### src/rtl/core_throttle.sv
module core_throttle #(
  parameter int CNT_W = 12,
  parameter int DIV_W = 5
) (
  input  logic             clk,
  input  logic             rst_n,
  input  logic             wait_en,
  input  logic             slot_use,
  input  logic             lut_use,
  input  logic             line_start,
  input  logic [CNT_W-1:0] line_pixels,
  input  logic [DIV_W-1:0] div_n,
  output logic             core_ce,
  output logic             line_busy
);

  logic             busy;
  logic [CNT_W-1:0] pix_left;
  logic [DIV_W-1:0] phase_max;
  logic [DIV_W-1:0] phase;

  wire pix_end  = busy && (phase == phase_max);
  wire line_end = pix_end && (pix_left == CNT_W'(1));
  wire accept   = line_start && (line_pixels != '0) && (!busy || line_end);

  always_ff @(posedge clk) begin
    if (!rst_n) begin
      busy      <= 1'b0;
      pix_left  <= '0;
      phase_max <= '0;
      phase     <= '0;
    end else if (accept) begin
      busy      <= 1'b1;
      pix_left  <= line_pixels;
      phase_max <= (div_n == '0) ? '0 : div_n - DIV_W'(1);
      phase     <= '0;
    end else if (busy) begin
      if (pix_end) begin
        phase    <= '0;
        pix_left <= pix_left - CNT_W'(1);
        if (pix_left == CNT_W'(1)) busy <= 1'b0;
      end else begin
        phase <= phase + DIV_W'(1);
      end
    end
  end

  assign core_ce   = wait_en && !(busy && (slot_use || lut_use));
  assign line_busy = busy;

  a_r1_reset_idle: assert property (@(posedge clk) !rst_n |=> !line_busy);
  a_r2_start_raises: assert property (@(posedge clk) disable iff (!rst_n)
    (!line_busy && line_start && line_pixels != '0) |=> line_busy);
  a_r2_count_live: assert property (@(posedge clk) disable iff (!rst_n)
    busy |-> pix_left != '0);
  a_r3_stall: assert property (@(posedge clk) disable iff (!rst_n)
    (line_busy && (slot_use || lut_use)) |-> !core_ce);
  a_r4_idle_free: assert property (@(posedge clk) disable iff (!rst_n)
    !line_busy |-> core_ce == wait_en);
  a_r6_div_held: assert property (@(posedge clk) disable iff (!rst_n)
    (busy && !line_end) |=> $stable(phase_max));
  a_r8_zero_ignored: assert property (@(posedge clk) disable iff (!rst_n)
    (!line_busy && line_start && line_pixels == '0) |=> !line_busy);
  a_r9_wait_gates: assert property (@(posedge clk) disable iff (!rst_n)
    !wait_en |-> !core_ce);

endmodule

### config.mk
export PLATFORM = sky130hd
export DESIGN_NAME = core_throttle
export DESIGN_NICKNAME = d
export VERILOG_FILES = /design/src/rtl/core_throttle.sv
export SDC_FILE = /design/constraint.sdc
export NUM_CORES = 1
export LEC_CHECK = 0
export CORE_UTILIZATION = 40
export DETAILED_ROUTE_END_ITERATION = 7
export DONT_BUFFER_PORTS = 1
export PLACE_DENSITY_LB_ADDON = 0.25
export SLEW_MARGIN = 20
export SYNTH_ARGS = -nofsm -noshare
export SYNTH_HDL_FRONTEND = slang
export SYNTH_SLANG_ARGS = --single-unit
### constraint.sdc
create_clock -name clk -period 2.1 [get_ports clk]
set_input_delay 0.21 -clock clk [delete_from_list [all_inputs] [get_ports clk]]
set_output_delay 0.21 -clock clk [all_outputs]
set_load 0.005 [all_outputs]
# After elaboration in Yosys (flattened, before gate mapping)
# Cells that the tools add are included.
[op_classes]
add_sub_neg = 3
n_eq_ne = 2
n_mux = 9
bitwise_logic = 1
n_reduce_logical = 16
[op_table]
columns = ["cell", "count"]
rows = [
  ["$mux 12", 3],
  ["$eq 12x1->1 const B", 1],
  ["$reduce_bool 12->1", 1],
  ["$sub 12x1->12 const B", 1],
  ["$mux 5", 2],
  ["$logic_and 1x1->1", 6],
  ["$add 5x1->5 const B", 1],
  ["$eq 5x5->1", 1],
  ["$logic_not 5->1", 1],
  ["$sub 5x1->5 const B", 1],
  ["$mux 1", 4],
  ["$reduce_bool 2->1", 2],
  ["$logic_not 1->1", 2],
  ["$logic_or 1x1->1", 2],
  ["$reduce_and 2->1", 1],
  ["$reduce_or 2->1", 1],
  ["$not 1->1", 1],
]
[totals]
ff_bits = 23
input_bits = 23

# Longest topological paths before layout
# Gate-level depths: netlist of the first run.
[logic_depth]
depth_word = 7
depth_mapped = 9
depth_no_buf = 7

# Worst setup path after synthesis of the first run
# OpenSTA, ideal clock, no wires.
[synth_timing]
kind = "register to register"
start = "register pix_left[0]"
end = "register pix_left[8]"
t_arrival_ns = 1.927
required_time_ns = 2.038
path_slack_ns = 0.110
stages_incl_launch_ff = 8
path_buffers = 1
period_less_slack_ns = 1.990
cell_sequence = "dfxtp_1 > inv_1 > ha_1 > or3b_1 > clkbuf_1 > or4_1 > or4_1 > nand3_1"
[synth_between]
elab_chain_len = 6
[synth_lines]
columns = ["element", "line", "rtl"]
rows = [
  ["from (decl)", "18", "logic [CNT_W-1:0] pix_left;"],
  ["from (signal assigned)", "34", "pix_left <= line_pixels;"],
  ["from (signal assigned)", "40", "pix_left <= pix_left - CNT_W'(1);"],
  ["branches (longest 6 deep; another with $sub 12x1->12)", "n/a", ""],
]
# Parallel ways; which one is timed is not known. The select of a mux whose other input is x is not followed.
# A chain may end at the register's enable or synchronous reset.

# Final worst setup path of the first run
[layout_timing]
start = "register pix_left[2]"
end = "register phase_max[2]"
[layout_between]
elab_chain_len = 4
[layout_lines]
columns = ["element", "line", "rtl"]
rows = [
  ["$eq 12x1->1", "23", "wire line_end = pix_end && (pix_left == CNT_W'(1));"],
  ["$logic_and 1x1->1", "23", ""],
  ["$logic_or 1x1->1", "24", "wire accept = line_start && (line_pixels != '0) && (!busy || line_end);"],
  ["$logic_and 1x1->1", "24", ""],
  ["to (signal assigned)", "35", "phase_max <= (div_n == '0) ? '0 : div_n - DIV_W'(1);"],
  ["to (decl)", "19", "logic [DIV_W-1:0] phase_max;"],
]
# No other way between the ends.

==> out/results.tsv, run 1 <==
metric	value	unit
cts_tree	built	
vias	1505	
pwr_density_cell	739	nW/um^2
cts_buffers	3	
fmax	500	MHz
die_x	63.9	um
holdCritPathClass	in -> reg	
grt_overflow	0	
synth_flop_cell	dfxtp_1	
start_kind	register	
nFillCells	350	
hold_depth	2	
dieArea	4080	sq um
total_power	1.26	mW
synth_top_area_share	30.1	%
synth_edf_count	0	
synth_area_leaders	dfxtp_1, o211ai_1, or4_1, a21oi_1, xor2_1	
r2r-start	pix_left[2]	
skew	0.00358	ns
maxCapViolCount	0	
cp.arrival	2.20	ns
port_buffers	0	
required	2.30	ns
row_count	22	
coreArea	3660	sq um
finalHoldViolCount	0	
netlist-cell-type-count	43	
cp_slowest_stage_delay	0.55	ns
place_hpwl	3100	um
cts.path.max_buffers	2	
place_congestion	0.892	
viasPerCell	6.38	
min_period	2.00	ns
setup_tns	0	ns
drc	0	
postCtsSetupBuffers	0	
finalCritPeriodShare	95.2	%
clock_latency	0.27	ns
first_iter_violations	123	
wl	4260	um
async_reset_ff_share	0	%
io_pins	25	
status	completed	
min_from	div_n[4]	
ys_warn_count	0	
peakVddDrop	0.312	mV
grt_pass1_wl	7140	um
grt_pass1_vias	1457	
initial_utilization	41.8	%
path_clk_slew	0.08	ns
grt_usage	22.6	%
diodes	0	
final_antenna_net_count	0	
syn_avg_cell_area	8.56	sq um
cts_max_level	1	
p_leak	0.604	nW
antenna_found_initial	0	
clkSinkCount	23	
dr.pass1.iters	4	
cts-root-buf	clkbuf_8	
regToRegEndpoint	phase_max[2]	
hold_end	phase_max[4]	
nets	216	
netlist.top_cell.by_area	dfxtp_1	
rr_worst_depth	5	
worst_slew_pin_slew	0.478	ns
syn_area	1530	sq um
netlist_instances	179	
r2r_slack	0.10	ns
seq_area_frac_synth	30.1	%
crit_fanout	5	
drive_gt1_share	17.0	%
wire_per_inst	18.1	um
place_ws	0.0852	ns
slew_headroom	68.1	%
area_growth	11.6	%
setup_viol	0	
synth_nets	206	
whs	0.104	ns
setup_slack	0.102	ns
path_class	reg -> reg	
endpoint_kind	register	
crit_slowest_cell	or4_1	
fp.dieH	63.9	um
synth_seq_cells	23	
grt_start_max_net_pins	26	
cp_cell_sequence	nor4_1, and4_1, a31oi_2, or4_1, a21oi_1	
final-max-slew-violation-count	0	
rsz0062_at_grt	false	
==> worst max-delay path: cells and delay by family, from the launching register on <==
kind | cells | cell delay, ns
DFF | 1 | 0.36
AOI/OAI and AO/OA | 2 | 0.30
and+or+nand+nor | 3 | 1.28
==> worst max-delay path by stage <==
stage / start / to / slack, ns / cells past startpoint
6_report: pix_left[2] / phase_max[2] / 0.10 / 5
5_1_grt: pix_left[1] / pix_left[8] / 0.02 / 6
2_1_floorplan: pix_left[0] / pix_left[8] / 0.11 / 7
3_5_place_dp: pix_left[0] / pix_left[8] / 0.09 / 6
3_3_place_gp: pix_left[0] / pix_left[8] / 0.11 / 6
4_1_cts: pix_left[0] / pix_left[8] / 0.07 / 6
==> metal layers <==
layer | track usage (%) | up-vias | share of wire (%)
li1 | - | 725 | -
met1 | 29.6 | 719 | 43
met2 | 37.0 | 52 | 49
met3 | 2.86 | 9 | 5.0
met4 | 9.94 | 0 | 2.4
met5 | 0 | - | 0
==> sequential cells by signal, indices dropped and copies added, names as in the netlist <==
register,count
phase,5
phase_max,5
pix_left,12
line_busy,1
==> cell usage after synthesis (2+ instances only) <==
library cell	n
dfxtp_1	23
o211ai_1	15
a21oi_1	13
clkbuf_1	9
nand3_1	9
nor2_1	9
or4_1	9
nor3_1	8
xor2_1	7
a32oi_1	6
inv_1	6
nand2_1	6
nand4_1	6
o21ai_0	6
a31oi_1	5
ha_1	4
o2111ai_1	4
buf_6	3
xnor2_1	3
and2_1	2
nor2b_1	2
nor4_1	2
or4_4	2
==> area by class of cell <==
| cell class | count | area (sq um) | area share (%) |
|---|---|---|---|
| timing repair buffer | 18 | 135 | 7.91 |
| inverter | 7 | 26.3 | 1.54 |
| clock buffer | 4 | 45.0 | 2.64 |
| multi-input combinational | 136 | 982 | 57.5 |
| tap | 48 | 60.1 | 3.51 |
| sequential | 23 | 460 | 26.9 |
==> metrics by stage <==
stage | utilization [%] | cell area [sq um] | std cells
global placement | 45.1 | 1650 | 232
finish | 46.7 | 1710 | 236
CTS | 46.3 | 1700 | 236
floorplan | - | 1530 | 179
detailed placement | 45.1 | 1650 | 232
global route | 46.7 | 1710 | 236
==> logic make-up after synthesis <==
group                      synth area share, %
AOI/OAI and AO/OA                         30.2
and+or+nand+nor                           24.1
DFF                                       30.1
buffers and inverters                     6.62
xor gates and xnor gates                  5.72
adders and majority gates                 3.27
==> power breakdown <==
group	internal (mW)	total (mW)	switching (mW)	leakage, nW
sequential	0.480	0.527	0.0476	0.189
clock	0.136	0.287	0.151	0.0228
combinational	0.200	0.449	0.249	0.393
total	0.816	1.26	0.447	0.604
==> cells in the final DEF (no fill, tap or decap), types with 2 or more instances in the layout <==
cell       synthesis  layout
dfxtp_1           23      23
buf_4              1      18
o211ai_1          15      15
a21oi_1           13      13
nand3_1            9       9
nor2_1             9       9
or4_1              9       8
nor3_1             8       8
xor2_1             7       7
o21ai_0            6       6
a32oi_1            6       6
nand2_1            6       6
nand4_1            6       6
inv_1              6       5
a31oi_1            5       5
o2111ai_1          4       4
or4_4              2       3
xnor2_1            3       3
ha_1               4       3
clkbuf_8           0       3
and2_1             2       2
nor4_1             2       2
nor2b_1            2       2
==> repair_timing <==
action | 4_1_cts | 5_1_grt
hold buffers | 0 | 0
gates resized for setup | 0 | 4
endpoints found under the setup margin | 0 | 2
(Power assumes the default switching activity.)
==> run 2: changes to the inputs <==
--- a/config.mk
+++ b/config.mk
@@ -5,9 +5,9 @@
 export SDC_FILE = /design/constraint.sdc
 export NUM_CORES = 1
 export LEC_CHECK = 0
+export BUFFER_PORTS_ARGS = -buffer_cell sky130_fd_sc_hd__buf_2
 export CORE_UTILIZATION = 40
 export DETAILED_ROUTE_END_ITERATION = 7
-export DONT_BUFFER_PORTS = 1
 export PLACE_DENSITY_LB_ADDON = 0.25
 export SLEW_MARGIN = 20
 export SYNTH_ARGS = -nofsm -noshare
==> run 2 against run 1 <==
- worst setup slack worse by 0.020 ns
- flip-flop and latch count is the same
- critical endpoint is now pix_left[8]
- hold slack improved by 0.12 ns
- register-to-register slack worse by 0.02 ns
==> out/results.tsv, run 2 (synthesis gave the netlist of run 1 again) <==
metric	value	unit
cp_slowest_stage_delay	0.45	ns
fin_area	1870	sq um
pwr_density_cell	697	nW/um^2
grt_overflow	0	
io_pins	25	
layout_commonest_cell	buf_2	
final_antenna_net_count	0	
place_congestion	0.895	
row_count	22	
fp.dieH	63.9	um
wire_per_inst	16.6	um
place_ws	-0.0238	ns
nets	244	
skew	0.00103	ns
setup_viol	0	
vias	1598	
regMostFlops	pix_left	
port_buffers	24	
status	completed	
postCtsHoldBufs	0	
largest_reg_flops	12	
peakVddDrop	0.265	mV
dr.pass1.iters	4	
final-max-slew-violation-count	0	
first_iter_violations	55	
postPlaceCellArea	1790	sq um
p_leak	0.723	nW
min_period	2.02	ns
path_clk_slew	0.08	ns
nFillCells	360	
cts_buffers	3	
endpoint_kind	register	
clock_latency	0.27	ns
dieArea	4080	sq um
coreArea	3660	sq um
grt_start_max_net_pins	19	
cts-root-buf	clkbuf_8	
maxCapViolCount	0	
slew_headroom	78.1	%
worst_slew_pin_slew	0.327	ns
viasPerCell	6.05	
grt_usage	22.9	%
diodes	0	
cp_cell_sequence	inv_1, ha_2, or3b_4, or4_4, or4_1, nand3_1	
cts_max_level	1	
cts_tree	built	
reg.largest.list	pix_left: 12 flops, phase: 5 flops, phase_max: 5 flops	
crit_family	simple AND/OR/NAND/NOR gates	
setup_slack	0.0816	ns
finalHoldViolCount	0	
drive_gt1_share	29.2	%
path_class	reg -> reg	
cp.arrival	2.23	ns
clkSinkCount	23	
final_util	51.1	%
crit_slowest_cell	or4_4	
die_x	63.9	um
finalCritPeriodShare	96.1	%
drc	0	
start_kind	register	
area_growth	22.1	%
antenna_found_initial	0	
initial_utilization	41.8	%
fmax	495	MHz
path_buf_inv	1	
grt_pass1_vias	1507	
crit_fanout	3	
cts.path.max_buffers	2	
holdCritPathClass	in -> reg	
place_hpwl	3300	um
required	2.31	ns
layout_common_cells	buf_2, dfxtp_1, buf_4	
grt_pass1_wl	7220	um
wl	4370	um
[run 2: layer usage]
layer  routed length, um  track usage (%)  up-vias
li1                    -                -      779
met1                1890             27.7      771
met2                2260             41.5       41
met3                 148             2.14        7
met4                  72             8.52        0
met5                   0                0        -
[run 2: repair_timing]
| item | in CTS | in global routing |
|---|---|---|
| buffers inserted | 1 | 0 |
| gates resized for setup | 0 | 7 |
| hold endpoints to repair | 0 | 0 |
| endpoints found under the setup margin | 1 | 4 |
| pin swaps | 1 | 1 |
[run 2: worst paths after layout]
path,start,end,slack (ns),depth (start not counted)
worst max-delay path,pix_left[1],pix_left[8],0.08,6
worst min-delay path,line_pixels[6],pix_left[6],0.23,3
worst max register to register,pix_left[1],pix_left[8],0.08,6
worst min register to register,phase_max[1],phase_max[1],0.49,2
[run 2: power by group]
part	internal (mW)	total, mW	switching, mW
registers	0.480	0.532	0.0516
clock network	0.136	0.282	0.146
logic	0.228	0.490	0.262
[run 2: worst register-to-register path: stages (launching register included)]
cell and delay (ns):
dfxtp_1 0.33, inv_1 0.10, ha_2 0.19, or3b_4 0.39, or4_4 0.45, or4_1 0.42, nand3_1 0.08
[run 2: layout make-up]
| type | count | area [sq um] | area share, % |
|---|---|---|---|
| multi-input cells | 136 | 991 | 53.0 |
| inverters | 7 | 26.3 | 1.41 |
| clock buffers | 4 | 45.0 | 2.41 |
| repair buffers | 46 | 285 | 15.3 |
| flip-flops and latches | 23 | 462 | 24.7 |
| well taps | 48 | 60.1 | 3.21 |
[run 2: through the flow]
| stage | instances | hold slack, ns | TNS (ns) | power [mW] |
|---|---|---|---|---|
| final | 264 | 0.226 | 0 | 1.30 |
| after CTS | 264 | 0.222 | 0 | 1.28 |
| after global placement | 259 | 0.482 | 0 | 0.977 |
| after global routing | 264 | 0.251 | -0.0113 | 1.38 |
| after floorplan | 179 | 0.364 | 0 | 0.828 |
| after detailed placement | 259 | 0.480 | -0.0238 | 0.995 |
==> run 3: changes to the inputs <==
--- a/config.mk
+++ b/config.mk
@@ -7,8 +7,10 @@
 export LEC_CHECK = 0
 export BUFFER_PORTS_ARGS = -buffer_cell sky130_fd_sc_hd__buf_2
 export CORE_UTILIZATION = 40
+export CTS_CLUSTER_DIAMETER = 200
 export DETAILED_ROUTE_END_ITERATION = 7
 export PLACE_DENSITY_LB_ADDON = 0.25
+export RECOVER_POWER = 25
 export SLEW_MARGIN = 20
 export SYNTH_ARGS = -nofsm -noshare
 export SYNTH_HDL_FRONTEND = slang
==> run 3 against run 2 <==
- clock power about the same
- register-to-register slack about the same
- maximum frequency is 0.66% lower
- combinational power hardly changed
- largest power group unchanged
- final area decreased by 0.40%
- first-iteration DRC count increased by 18%
- sequential power about the same
- power barely moved
- global-route usage stayed put
- cell count unchanged
- non-clock buffer count unchanged
- die area stayed put
==> out/results.tsv, run 3 (synthesis gave the netlist of run 1 again) <==
metric	value	unit
status	completed	
peakVddDrop	0.266	mV
start_kind	register	
maxCapViolCount	0	
pwr_density_cell	701	nW/um^2
finalHoldViolCount	0	
antenna_found_initial	0	
area_growth	21.6	%
cts_buffers	3	
coreArea	3660	sq um
viasPerCell	6.09	
endpoint_kind	register	
path_class	reg -> reg	
final_antenna_net_count	0	
initial_utilization	41.8	%
place_ws	-0.0238	ns
cts.path.max_buffers	2	
port_buffers	24	
worst-path-stages	6	
use_met3	2.14	%
fmax	492	MHz
grt_pass1_wl	7220	um
min_period	2.03	ns
final_util	50.9	%
fp.dieH	63.9	um
multiInputGateArea	991	sq um
crit_slowest_cell	or4_4	
total_power	1.30	mW
whs	0.228	ns
cp.arrival	2.25	ns
cts_tree	built	
grt_overflow	0	
setup_slack	0.0681	ns
final-max-slew-violation-count	0	
rr_worst_depth	6	
setup_viol	0	
grt_busiest_layer	met2	
hold_depth	3	
drive_gt1_share	28.2	%
skew	0.00115	ns
met1_usage	27.7	%
diodes	0	
place_congestion	0.895	
layout_commonest_cell	buf_2	
place_hpwl	3300	um
wire_per_inst	16.8	um
final-seq-area	462	sq um
path_buf_inv	1	
grt_pass1_vias	1507	
finalCritPeriodShare	96.8	%
slew_headroom	62.3	%
grt_usage	22.9	%
crit_family	simple AND/OR/NAND/NOR gates	
postCtsHoldBufs	0	
io_pins	25	
first_iter_violations	65	
grtUsageMet2	41.5	%
grt_start_max_net_pins	19	
cts_max_level	1	
nets	244	
dr.pass1.iters	4	
crit_fanout	3	
cts-root-buf	clkbuf_8	
reg.largest.list	pix_left: 12 flops, phase: 5 flops, phase_max: 5 flops	
clkSinkCount	23	
regMostFlops	pix_left	
layout_common_cells	buf_2, dfxtp_1, buf_4	
cp_cell_sequence	inv_1, ha_2, or3b_4, or4_4, or4_1, nand3_1	
setup_tns	0	ns
worst_slew_pin_slew	0.565	ns
largest_reg_flops	12	
vias	1608	
drc	0	
row_count	22	
p_leak	0.715	nW
cp_slowest_stage_delay	0.45	ns
clock_latency	0.27	ns
holdCritPathClass	in -> reg	
dieArea	4080	sq um
wl	4430	um
path_clk_slew	0.08	ns
nFillCells	364	
required	2.31	ns
die_x	63.9	um
-- run 3: changes by cell type in the layout (fill, tap and decap cells not counted) --
cell,before,now
and2_0,0,1
and2_1,2,1
buf_4,22,20
clkbuf_1,1,3
-- run 3: power breakdown --
part,leakage (nW),total [mW],switching (mW),internal (mW)
sequential,0.189,0.532,0.0521,0.480
combinational,0.503,0.490,0.265,0.225
clock,0.0228,0.282,0.146,0.136
-- run 3: worst paths after layout --
path / start / end / slack (ns)
min reg2reg: phase_max[1] / phase_max[1] / 0.49
max: pix_left[1] / pix_left[8] / 0.07
max reg2reg: pix_left[1] / pix_left[8] / 0.07
min: line_pixels[6] / pix_left[6] / 0.23
-- run 3: final cells by class --
| class | instances | area share [%] |
|---|---|---|
| Sequential cell | 23 | 24.8 |
| Inverter | 7 | 1.41 |
| Multi-Input combinational cell | 136 | 53.2 |
| Clock buffer | 4 | 2.42 |
| Timing Repair Buffer | 46 | 14.9 |
| Tap cell | 48 | 3.23 |
-- run 3: repair_timing --
action / in CTS / in global routing
resized for setup: 0 / 7
pin swaps: 1 / 1
endpoints found under the setup margin: 1 / 4
buffers inserted: 1 / 0
-- run 3: through the flow --
| step | std cells | cell area, sq um |
|---|---|---|
| final | 264 | 1860 |
| after global placement | 259 | 1790 |
| after detailed placement | 259 | 1790 |
| after global routing | 264 | 1860 |
| after floorplan | 179 | 1530 |
| after CTS | 264 | 1850 |
-- run 3: metal layers --
layer | vias to the layer above | part of all wire, %
met5 | - | 0
met4 | 0 | 1.4
met3 | 5 | 5.4
met2 | 55 | 50
met1 | 771 | 43
li1 | 777 | -
-- run 3: worst register-to-register path, delay by kind of cell (launching register included) --
| family | cells | cell delay (ns) |
|---|---|---|
| simple gates | 4 | 1.34 |
| flops | 1 | 0.34 |
| buf+inv | 1 | 0.10 |
| fa+ha+maj | 1 | 0.20 |
